<file path="src/rtl/shadow_det_pkg.sv">
`timescale 1ns/1ps
package shadow_det_pkg;

  // Smallest power of two not below n (at least 1).
  function automatic int unsigned pow2_ceil(input int unsigned n);
    int unsigned p;
    p = 1;
    for (int i = 0; i < 32; i++) begin
      if (p < n) p = p << 1;
    end
    return p;
  endfunction

  typedef struct packed {
    logic pulse;
    logic sticky;
  } err_state_t;

endpackage

</file>
<file path="src/rtl/sd_shadow_bank.sv">
`timescale 1ns/1ps
module sd_shadow_bank #(
  parameter int WIDTH = 6
) (
  input  logic             clk,
  input  logic             rst_n,
  input  logic             cap_en,
  input  logic [WIDTH-1:0] d_i,
  output logic [WIDTH-1:0] q_o
);
  // One falling-edge storage element per checked bit.
  for (genvar b = 0; b < WIDTH; b++) begin : g_bit
    logic bit_q;
    logic bit_d;

    always_comb begin
      bit_d = cap_en ? d_i[b] : bit_q;
    end

    always_ff @(negedge clk or negedge rst_n) begin
      if (!rst_n) bit_q <= 1'b0;
      else        bit_q <= bit_d;
    end

    assign q_o[b] = bit_q;
  end
endmodule

</file>
<file path="src/rtl/sd_mismatch_tree.sv">
`timescale 1ns/1ps
module sd_mismatch_tree #(
  parameter int WIDTH = 6
) (
  input  logic [WIDTH-1:0] a_i,
  input  logic [WIDTH-1:0] b_i,
  input  logic [WIDTH-1:0] en_i,
  output logic             any_o
);
  import shadow_det_pkg::*;

  localparam int LEAVES = int'(pow2_ceil(WIDTH));
  localparam int DEPTH  = $clog2(LEAVES);

  logic [LEAVES-1:0] leaf;

  // Padding leaves are tied low, so every real bit sees DEPTH OR stages.
  for (genvar k = 0; k < LEAVES; k++) begin : g_leaf
    if (k < WIDTH) begin : g_real
      assign leaf[k] = en_i[k] & (a_i[k] ^ b_i[k]);
    end else begin : g_pad
      assign leaf[k] = 1'b0;
    end
  end

  for (genvar l = 1; l <= DEPTH; l++) begin : lvl
    logic [(LEAVES>>l)-1:0] node;
    for (genvar j = 0; j < (LEAVES>>l); j++) begin : g_pair
      if (l == 1) begin : g_first
        assign node[j] = leaf[2*j] | leaf[2*j+1];
      end else begin : g_upper
        assign node[j] = lvl[l-1].node[2*j] | lvl[l-1].node[2*j+1];
      end
    end
  end

  if (DEPTH == 0) begin : g_single
    assign any_o = leaf[0];
  end else begin : g_root
    assign any_o = lvl[DEPTH].node[0];
  end
endmodule

</file>
<file path="src/rtl/sd_err_reg.sv">
`timescale 1ns/1ps
module sd_err_reg (
  input  logic clk,
  input  logic rst_n,
  input  logic cmp_valid,
  input  logic cmp_any,
  input  logic clr,
  output logic pulse_o,
  output logic sticky_o
);
  import shadow_det_pkg::*;

  err_state_t st_q;
  err_state_t st_d;

  always_comb begin
    st_d.pulse  = cmp_valid & cmp_any;
    // A fresh error outranks a clear arriving at the same edge.
    st_d.sticky = st_d.pulse | (st_q.sticky & ~clr);
  end

  always_ff @(posedge clk or negedge rst_n) begin
    if (!rst_n) st_q <= '0;
    else        st_q <= st_d;
  end

  assign pulse_o  = st_q.pulse;
  assign sticky_o = st_q.sticky;
endmodule

</file>
<file path="src/rtl/shadow_err_detect.sv">
`timescale 1ns/1ps
module shadow_err_detect #(
  parameter int WIDTH = 6
) (
  input  logic             clk,
  input  logic             rst_n,
  input  logic             in_valid,
  input  logic [WIDTH-1:0] data_in,
  input  logic [WIDTH-1:0] chk_mask,
  input  logic             err_clr,
  output logic [WIDTH-1:0] data_out,
  output logic             out_valid,
  output logic             err_pulse,
  output logic             err_sticky
);
  logic [WIDTH-1:0] func_q, func_d;
  logic             vld_q, vld_d;
  logic [WIDTH-1:0] shadow_q;
  logic             mis_any;

  // Functional register: the datapath's normal output stage.
  always_comb begin
    func_d = in_valid ? data_in : func_q;
    vld_d  = in_valid;
  end

  always_ff @(posedge clk or negedge rst_n) begin
    if (!rst_n) begin
      func_q <= '0;
      vld_q  <= 1'b0;
    end else begin
      func_q <= func_d;
      vld_q  <= vld_d;
    end
  end

  sd_shadow_bank #(.WIDTH(WIDTH)) u_shadow (
    .clk    (clk),
    .rst_n  (rst_n),
    .cap_en (vld_q),
    .d_i    (data_in),
    .q_o    (shadow_q)
  );

  sd_mismatch_tree #(.WIDTH(WIDTH)) u_tree (
    .a_i   (func_q),
    .b_i   (shadow_q),
    .en_i  (chk_mask),
    .any_o (mis_any)
  );

  sd_err_reg u_err (
    .clk       (clk),
    .rst_n     (rst_n),
    .cmp_valid (vld_q),
    .cmp_any   (mis_any),
    .clr       (err_clr),
    .pulse_o   (err_pulse),
    .sticky_o  (err_sticky)
  );

  assign data_out  = func_q;
  assign out_valid = vld_q;
endmodule

</file>
<file path="config.mk">
export PLATFORM = sky130hd
export DESIGN_NAME = shadow_err_detect
export DESIGN_NICKNAME = d
export VERILOG_FILES = /design/src/rtl/shadow_det_pkg.sv /design/src/rtl/sd_shadow_bank.sv /design/src/rtl/sd_mismatch_tree.sv /design/src/rtl/sd_err_reg.sv /design/src/rtl/shadow_err_detect.sv
export SDC_FILE = /design/constraint.sdc
export NUM_CORES = 1
export LEC_CHECK = 0
export ABC_AREA = 0
export CAP_MARGIN = 20
export CELL_PAD_IN_SITES_DETAIL_PLACEMENT = 0
export CELL_PAD_IN_SITES_GLOBAL_PLACEMENT = 2
export CORE_MARGIN = 5
export CORE_UTILIZATION = 23
export DETAILED_ROUTE_END_ITERATION = 8
export PLACE_DENSITY_LB_ADDON = 0.3
export SLEW_MARGIN = 20
export SYNTH_ARGS = -nofsm -noshare
export SYNTH_HDL_FRONTEND = slang
export SYNTH_SLANG_ARGS = --single-unit
</file>
<file path="constraint.sdc">
create_clock -name clk -period 1.2 [get_ports clk]
set_input_delay 0.24 -clock clk [delete_from_list [all_inputs] [get_ports clk]]
set_output_delay 0.24 -clock clk [all_outputs]
set_load 0.1 [all_outputs]
</file>
## Word-level counts from Yosys, hierarchy flattened

Index checks and enable logic that the tools add are counted.

| word-level totals | value |
|---|---|
| register bits after elaboration | 15 |
| output and inout port bits | 9 |

| cells by class | value |
|---|---|
| bitwise gates (word level) | 21 |

Operator list:

| kind | count |
|---|---|
| $and A1 B1 Y1 | 8 |
| $or A1 B1 Y1 | 6 |
| $xor A1 B1 Y1 | 6 |
| $not A1 Y1 | 1 |

## Longest topological paths before layout

Gate-level depths: netlist (run 1).

| depth | value |
|---|---|
| word-level depth | 7 |
| gate-level depth with buffers | 4 |
| depth with buffers taken out | 4 |

## By module

Synthesis (run 1) repeated with hierarchy kept, for this count alone.

| unflattened totals | value |
|---|---|
| cells, all modules | 48 |
| area total of the unflattened synthesis | 723.2 µm² |

By module, submodules not included:

| module | times used | cells each | area each (µm²) | seq. area each (µm²) |
|---|---|---|---|---|
| sd_shadow_bank | 1 | 19 | 296.5 | 150.1 |
| shadow_err_detect | 1 | 14 | 276.5 | 175.2 |
| sd_mismatch_tree | 1 | 10 | 80.1 | 0.0 |
| sd_err_reg | 1 | 5 | 70.1 | 50.0 |

==> results of run 1 <==
## worst max-delay path, stage by stage (launching register included)
cell,delay [ns]
dfrtn_1,0.36
xor2_1,0.14
a22o_1,0.24
and2_1,0.13
a221o_1,0.25
## how the worst min path moves through the flow
stage,from,endpoint,slack [ns],cells past startpoint
2_1_floorplan,rst_n,data_out[0],-0.06,0
3_3_place_gp,u_shadow.g_bit[1].bit_q,u_shadow.g_bit[1].bit_q,0.47,1
3_5_place_dp,u_shadow.g_bit[3].bit_q,u_shadow.g_bit[3].bit_q,0.48,1
4_1_cts,rst_n,u_err.pulse_o,0.27,2
5_1_grt,rst_n,u_err.pulse_o,0.26,2
6_report,rst_n,u_err.pulse_o,0.28,2
## area by class of cell
type,count,share of cell area
sequential,15,0.319
timing repair buffer,41,0.409
inverter,1,0.00309
multi-input combinational,25,0.215
clock buffer,4,0.0216
tap,31,0.0320
## layout by cell type, fill, tap and decap left out
| master | netlist | final |
|---|---|---|
| and2_1 | 1 | 1 |
| nand2_1 | 1 | 1 |
| clkdlybuf4s50_1 | 0 | 15 |
| dfrtn_1 | 6 | 6 |
| mux2_4 | 0 | 6 |
| mux2_2 | 12 | 6 |
| clkbuf_4 | 0 | 3 |
| a22o_1 | 1 | 1 |
| o21a_1 | 1 | 1 |
| dfrtp_4 | 0 | 1 |
| a221o_1 | 1 | 1 |
| buf_6 | 0 | 7 |
| a22oi_1 | 2 | 2 |
| buf_4 | 0 | 9 |
| xor2_1 | 6 | 6 |
| dfrtp_2 | 0 | 6 |
| inv_1 | 1 | 1 |
| dfrtp_1 | 9 | 2 |
| clkbuf_1 | 2 | 1 |
| buf_12 | 0 | 10 |
## state kept, by name, indices dropped and copies added, names as in the netlist
name                  flops
data_out                  6
u_shadow.g_bit.bit_q      6
out_valid                 1
u_err.pulse_o             1
u_err.sticky_o            1
## stage by stage
| stage | hold slack (ns) | std cells | utilization |
|---|---|---|---|
| global route | 0.258 | 117 | 0.452 |
| CTS | 0.267 | 117 | 0.452 |
| floorplan | -0.0556 | 43 | - |
| global placement | 0.474 | 111 | 0.427 |
| finish | 0.276 | 117 | 0.452 |
| detailed placement | 0.479 | 111 | 0.427 |
## layer usage
layer  vias to the layer above  GRT usage  part of all wire
met3                         2     0.0396             0.060
met1                       242      0.122              0.47
met5                         -          0                 0
li1                        237          -                 -
met2                        14      0.122              0.46
met4                         0     0.0407            0.0058
## kinds of logic after synthesis
family                    share of synthesized area
xor gates and xnor gates                     0.0840
DFF                                           0.600
and+or+nand+nor                              0.0160
muxes                                         0.216
AOI/OAI and AO/OA                            0.0660
buffers and inverters                        0.0180
## power breakdown
group | leakage, nW | switching, mW | internal, mW
registers | 0.168 | 0.0521 | 0.566
logic | 0.362 | 0.352 | 0.329
clock network | 0.0150 | 0.163 | 0.129
## repair_timing
action,in CTS,in global routing
buffers inserted,2,0
gates cloned,0,0
pin swaps,4,0
endpoints found under the setup margin,15,15
resized for setup,7,0
==> qor.yml, run 1 <==
status: "finished, violations left"
violations: "setup timing"
setup_tns_ns: -4.00
fin_area_sq_um: 1210
critPathMaxFanout: 2
clk_latency_ns: 0.28
ctsHoldBuffers: 0
rsz0062_at_grt: "yes"
regArea_sq_um: 387
crit_arrival_ns: 2.00
synth_top_cell_by_area: "dfrtp_1"
yosysSeqAreaShare: 0.600
startpoint_type: "register"
ir_drop_uv: 774
syn_nets: 59
cts_tree: "yes"
hold_path.class: "input pin to async pin"
chipWidth_microns: 62.2
final_hold_viol_count: 0
final_nets: 103
htreeDepth: 1
synth_common_cells: "mux2_2, dfrtp_1, dfrtn_1, xor2_1"
path_class: "register to register"
numCtsBuffers: 3
drt_iter0_markers: 3
grt_max_degree: 13
clock-sinks: 15
r2r-end: "u_err.sticky_o"
slew_viol_final: 0
crit_path_end: "u_err.sticky_o"
synth-async-reset-ratio: 1.00
relSlewSlack: 0.887
synth.most_common_cell: "mux2_2"
rows: 19
p_per_area_nw_per_um2: 1310
grt_usage: 0.0901
initial_core_util: 0.233
ys_ff_latch: 15
dpl.hpwl_microns: 1210
ys_warn_count: 0
post_dp_cell_area_sq_um: 1150
synthCells: 43
cp.required_ns: 1.37
clk_pin_slew_ns: 0.09
drv_cap: 0
drcViolationCount: 0
grt_pass1_wl_microns: 2730
wl_microns: 1550
cts-root-buf: "clkbuf_4"
syn_avg_cell_area_sq_um: 14.5
antenna_left: 0
coreArea_sq_um: 2690
p_total_mw: 1.59
die_h_microns: 62.2
ioPinCount: 25
skew_ns: 0.00680
first_pass_iters: 2
setup_slack_ns: -0.634
p_leak_nw: 0.545
drive_above_1_share: 0.558
antennaDiodeCount: 0
die_area_sq_um: 3860
cp-startpoint: "u_shadow.g_bit[0].bit_q"
antenna_found_initial: 0
io_buffers: 24
num_vias: 495
r2r_cells: 4
multi_input_area_sq_um: 262
synthesis.area_sq_um: 626
synth_edf_count: 0
pre_cts_ws_ns: -0.648
setup_viol: 15
grt_remaining_overflow: 0
grt_pass1_vias: 563
reg2reg_slack_ns: -0.63
r2r_start: "u_shadow.g_bit[0].bit_q"
critPathCaptureType: "register"
routedWlPerCell_microns: 13.2
routed_via_density: 4.23
worstMarginPinSlew_ns: 0.169
ctsLongestPathBuffers: 2
yosysTopAreaCellShare: 0.360
syn_to_final_growth_pct: 94.0
netlist_top_cells_area: "dfrtp_1, dfrtn_1, mux2_2, xor2_1, a22oi_1"
fill_cells: 262
globalplace.congestion: 0.728
ys_types: 12
synth_flop_cell: "dfrtp_1"
Note: power is estimated with default switching activity, not from simulation.
==> inputs of run 2 (changes only) <==
Settings changed: CORE_UTILIZATION 23 to 26, SYNTH_HIERARCHICAL from default to 1.
==> run 2 against run 1 <==
Net effect: the run still ends with setup timing left; via count decreased by 2.2%; core utilization increased by 0.62 points; combinational power increased by 1%; final area increased by 2.3%; routed wire length decreased by 0.45%.
==> qor.yml, run 2 <==
cts-root-buf: "clkbuf_4"
ys_types: 11
yosysSeqAreaShare: 0.519
ys_ff_latch: 15
mostFrequentLayoutCell: "clkdlybuf4s50_1"
synth_flop_cell: "dfrtp_1"
die_h_microns: 62.7
wl_met3_microns: 99
final_nets: 103
syn_nets: 64
clk_pin_slew_ns: 0.09
first_pass_iters: 2
critPathMaxFanout: 2
rsz0062_at_grt: "yes"
cts_tree: "yes"
num_vias: 484
drv_cap: 0
crit_arrival_ns: 1.99
slew_viol_final: 0
clock-sinks: 15
skew_ns: 0.00557
globalplace.congestion: 0.662
cp.required_ns: 1.37
p_per_area_nw_per_um2: 1280
clk_latency_ns: 0.28
critPathCaptureType: "register"
worstMarginPinSlew_ns: 0.199
rows: 19
synth_top_cell_by_area: "dfrtp_1"
p_leak_nw: 0.577
dpl.hpwl_microns: 1160
setup_tns_ns: -3.86
htreeDepth: 1
met1Wirelength_microns: 675
grt_remaining_overflow: 0
synth.most_common_cell: "mux2_4"
initial_core_util: 0.267
antennaDiodeCount: 0
syn_avg_cell_area_sq_um: 15.1
path_class: "register to register"
synthesis.area_sq_um: 723
hold_path.class: "input pin to async pin"
ioPinCount: 25
setup_viol: 15
final_hold_viol_count: 0
routed_via_density: 4.14
numCtsBuffers: 3
ir_drop_uv: 1020
synth_edf_count: 0
p_total_mw: 1.59
synth_common_cells: "mux2_4, dfrtp_1, buf_4, dfrtn_1, xor2_1"
startpoint_type: "register"
grt_pass1_wl_microns: 2650
die_area_sq_um: 3940
grt_max_degree: 14
drt_iter0_markers: 6
relSlewSlack: 0.867
grt_pass1_vias: 574
violations: "setup timing"
syn_to_final_growth_pct: 71.6
ctsLongestPathBuffers: 2
setup_slack_ns: -0.615
drcViolationCount: 0
chipWidth_microns: 62.7
yosysTopAreaCellShare: 0.311
drive_above_1_share: 0.593
status: "finished, violations left"
io_buffers: 24
fill_cells: 272
met2_wirelength_microns: 748
synthCells: 48
routedWlPerCell_microns: 13.2
grt_usage: 0.0885
ctsHoldBuffers: 0
top_layer_used: "met4"
layout_common_cells: "clkdlybuf4s50_1, mux2_4, buf_12, buf_4, buf_6"
antenna_left: 0
wl_microns: 1540
ys_warn_count: 6
antenna_found_initial: 0
netlist_top_cells_area: "dfrtp_1, mux2_4, dfrtn_1, xor2_1, buf_4"
synth-async-reset-ratio: 1.00
coreArea_sq_um: 2710
[run 2: worst max-delay path, stage by stage, from the launching register on]
cell,delay [ns]
dfrtn_1,0.36
xor2_1,0.16
a22oi_2,0.21
nand3_1,0.09
and2_4,0.15
a21o_1,0.15
[run 2: power by group]
part / internal [mW] / switching, mW
logic: 0.341 / 0.349
registers: 0.565 / 0.0478
clock network: 0.129 / 0.154
total: 1.03 / 0.551
[run 2: kinds of logic (layout without fill, tap and decap cells)]
family / Yosys count / in the layout / share of synthesized area
buffers and inverters: 9 / 47 / 0.0986
xor gates and xnor gates: 6 / 6 / 0.0727
and+or+nand+nor: 2 / 2 / 0.0190
DFF: 15 / 15 / 0.519
AOI/OAI and AO/OA: 4 / 4 / 0.0415
muxes: 12 / 12 / 0.249
[run 2: metrics by stage]
step	area, sq um	instances	util	hold slack, ns	setup slack [ns]
3_5_place_dp	1170	111	0.431	0.478	-0.647
4_1_cts	1230	116	0.453	0.283	-0.665
2_1_floorplan	734	48	-	-0.0556	-0.647
3_3_place_gp	1170	111	0.431	0.471	-0.641
6_report	1240	117	0.458	0.288	-0.615
5_1_grt	1240	117	0.458	0.267	-0.683
[run 2: area by class of cell]
type | instances | area [sq um] | share of cell area
Clock buffer | 4 | 26.3 | 0.0212
Tap cell | 31 | 38.8 | 0.0313
Multi-Input combinational cell | 24 | 282 | 0.227
Inverter | 1 | 3.75 | 0.00302
Timing Repair Buffer | 42 | 504 | 0.406
Sequential cell | 15 | 387 | 0.311
[run 2: per-layer routing]
layer  GRT usage  up-vias
li1            -      235
met4      0.0557        0
met5           0        -
met3      0.0342        2
met1       0.104      231
met2       0.133       16
[run 2: final timing paths]
check,start,end,slack [ns],cells after the start
hold reg to reg,u_shadow/g_bit[5].bit_q,u_shadow/g_bit[5].bit_q,0.48,1
min in group clk,u_shadow/g_bit[5].bit_q,u_shadow/g_bit[5].bit_q,0.48,1
max in group asynchronous,rst_n,u_shadow/g_bit[1].bit_q,0.28,2
setup / recovery,u_shadow/g_bit[4].bit_q,u_err/sticky_o,-0.61,5
hold / removal,rst_n,u_err/pulse_o,0.29,2
setup reg to reg,u_shadow/g_bit[4].bit_q,u_err/sticky_o,-0.61,5
[run 2: what timing repair did]
item,in CTS,in global routing
buffers inserted,1,2
setup endpoints to repair,15,15
pin swaps,0,3
gates resized for setup,7,2
==> inputs of run 3 (changes only) <==
Settings changed: CELL_PAD_IN_SITES_DETAIL_PLACEMENT 0 to 1.
==> run 3 against run 2 <==
Net effect: highest routed layer unchanged; total power up 1.3%; die area did not move; global-route usage up 0.63 points; sequential share of layout area is 0.22 points lower; sequential power is essentially flat; worst setup slack got worse by 0.0012 ns; the flow still finishes with violations (setup timing); core utilization rose by 0.32 points; clock skew fell by 0.0013 ns; routed wire length rose by 5.8%; final cell count increased by 0.85%; combinational power increased by 0.7%.
==> qor.yml, run 3 (same netlist as run 2, synthesis figures left out) <==
grt_pass1_vias: 574
numCtsBuffers: 3
cts-root-buf: "clkbuf_4"
drt_iter0_markers: 8
critPathCaptureType: "register"
setup_slack_ns: -0.616
met1Wirelength_microns: 735
placed_cells: 111
slew_viol_final: 0
grt_pass1_wl_microns: 2900
routed_via_density: 4.36
fill_cells: 292
relSlewSlack: 0.877
path_cells: "xor2_1 > a22oi_2 > nand3_1 > and2_4 > a21o_1"
drv_cap: 0
first_pass_iters: 2
coreArea_sq_um: 2710
routedWlPerCell_microns: 13.8
antennaDiodeCount: 0
status: "finished, violations left"
met2_wirelength_microns: 761
clk_pin_slew_ns: 0.10
fin_area_sq_um: 1250
ir_drop_uv: 1100
multi_input_area_sq_um: 282
violations: "setup timing"
cp.required_ns: 1.38
critical_path.max_stage_delay_ns: 0.36
clk_latency_ns: 0.29
mostFrequentLayoutCell: "clkdlybuf4s50_1"
critPathTopFamily: "flip-flops"
io_buffers: 24
wl_microns: 1630
final_cells: 118
drcViolationCount: 0
final_hold_viol_count: 0
skew_ns: 0.00426
htreeDepth: 1
regArea_sq_um: 387
chipWidth_microns: 62.7
drive_above_1_share: 0.609
worstMarginPinSlew_ns: 0.185
die_area_sq_um: 3940
ctsLongestPathBuffers: 2
num_vias: 515
p_per_area_nw_per_um2: 1290
setup_viol: 15
ioPinCount: 25
cts_tree: "yes"
globalplace.congestion: 0.662
path_class: "register to register"
initial_core_util: 0.267
hold_path.class: "input pin to async pin"
clock-sinks: 15
utilization: 0.461
grt_usage: 0.0948
grt_remaining_overflow: 0
syn_to_final_growth_pct: 72.8
post_dp_cell_area_sq_um: 1170
die_h_microns: 62.7
worst_path_max_delay_cell: "dfrtn_1"
wl_met3_microns: 123
crit_buf_inv: 0
final_nets: 104
p_leak_nw: 0.584
crit_arrival_ns: 2.00
rsz0062_at_grt: "yes"
antenna_found_initial: 0
rows: 19
grt_max_degree: 14
layout_common_cells: "clkdlybuf4s50_1, mux2_4, buf_4, buf_12, buf_6"
critPathMaxFanout: 2
top_layer_used: "met4"
startpoint_type: "register"
antenna_left: 0
dpl.hpwl_microns: 1230
run 3: cell types whose count changed in the layout (fill, tap and decap cells not counted):
cell	change
clkbuf_1	-1
clkinv_2	+1
buf_4	+1
run 3: cell type report:
| class | count | share of cell area |
|---|---|---|
| clock inverters | 1 | 0.00400 |
| multi-input cells | 24 | 0.225 |
| inverters | 1 | 0.00300 |
| clock buffers | 3 | 0.0180 |
| well taps | 31 | 0.0310 |
| repair buffers | 43 | 0.409 |
| flip-flops and latches | 15 | 0.309 |
run 3: stage by stage:
stage / worst slack (ns) / power (mW) / TNS [ns] / hold WS, ns
2_1_floorplan: -0.647 / 1.00 / -5.02 / -0.0556
3_3_place_gp: -0.641 / 1.28 / -4.79 / 0.471
3_5_place_dp: -0.665 / 1.28 / -4.94 / 0.477
4_1_cts: -0.620 / 1.62 / -4.24 / 0.266
5_1_grt: -0.656 / 1.68 / -4.58 / 0.260
6_report: -0.616 / 1.61 / -4.05 / 0.272
run 3: metal layers:
metal / vias to the layer above / GRT usage
met5: - / 0
met4: 0 / 0.0239
met3: 2 / 0.0558
met2: 20 / 0.142
met1: 257 / 0.115
li1: 236 / -
run 3: timing repair:
action,in CTS,in global routing
pin swaps,0,3
endpoints found under the hold margin,0,0
gates cloned,0,0
endpoints found under the setup margin,15,15
hold buffers,0,0
gates resized for setup,7,2
setup buffers,2,2
run 3: power by group:
part | switching, mW | internal (mW)
registers | 0.0481 | 0.565
clock network | 0.175 | 0.124
logic | 0.349 | 0.344
total | 0.573 | 1.03
run 3: path summary, 6_finish.rpt:
| kind | from | to | slack [ns] | cells after the start |
|---|---|---|---|---|
| max in group asynchronous | rst_n | u_shadow/g_bit[5].bit_q | 0.29 | 2 |
| setup reg to reg | u_shadow/g_bit[4].bit_q | u_err/sticky_o | -0.62 | 5 |
| hold reg to reg | u_shadow/g_bit[4].bit_q | u_shadow/g_bit[4].bit_q | 0.48 | 1 |
| setup / recovery | u_shadow/g_bit[4].bit_q | u_err/sticky_o | -0.62 | 5 |
| hold / removal | rst_n | data_out[1] | 0.27 | 2 |
| min in group clk | u_shadow/g_bit[4].bit_q | u_shadow/g_bit[4].bit_q | 0.48 | 1 |
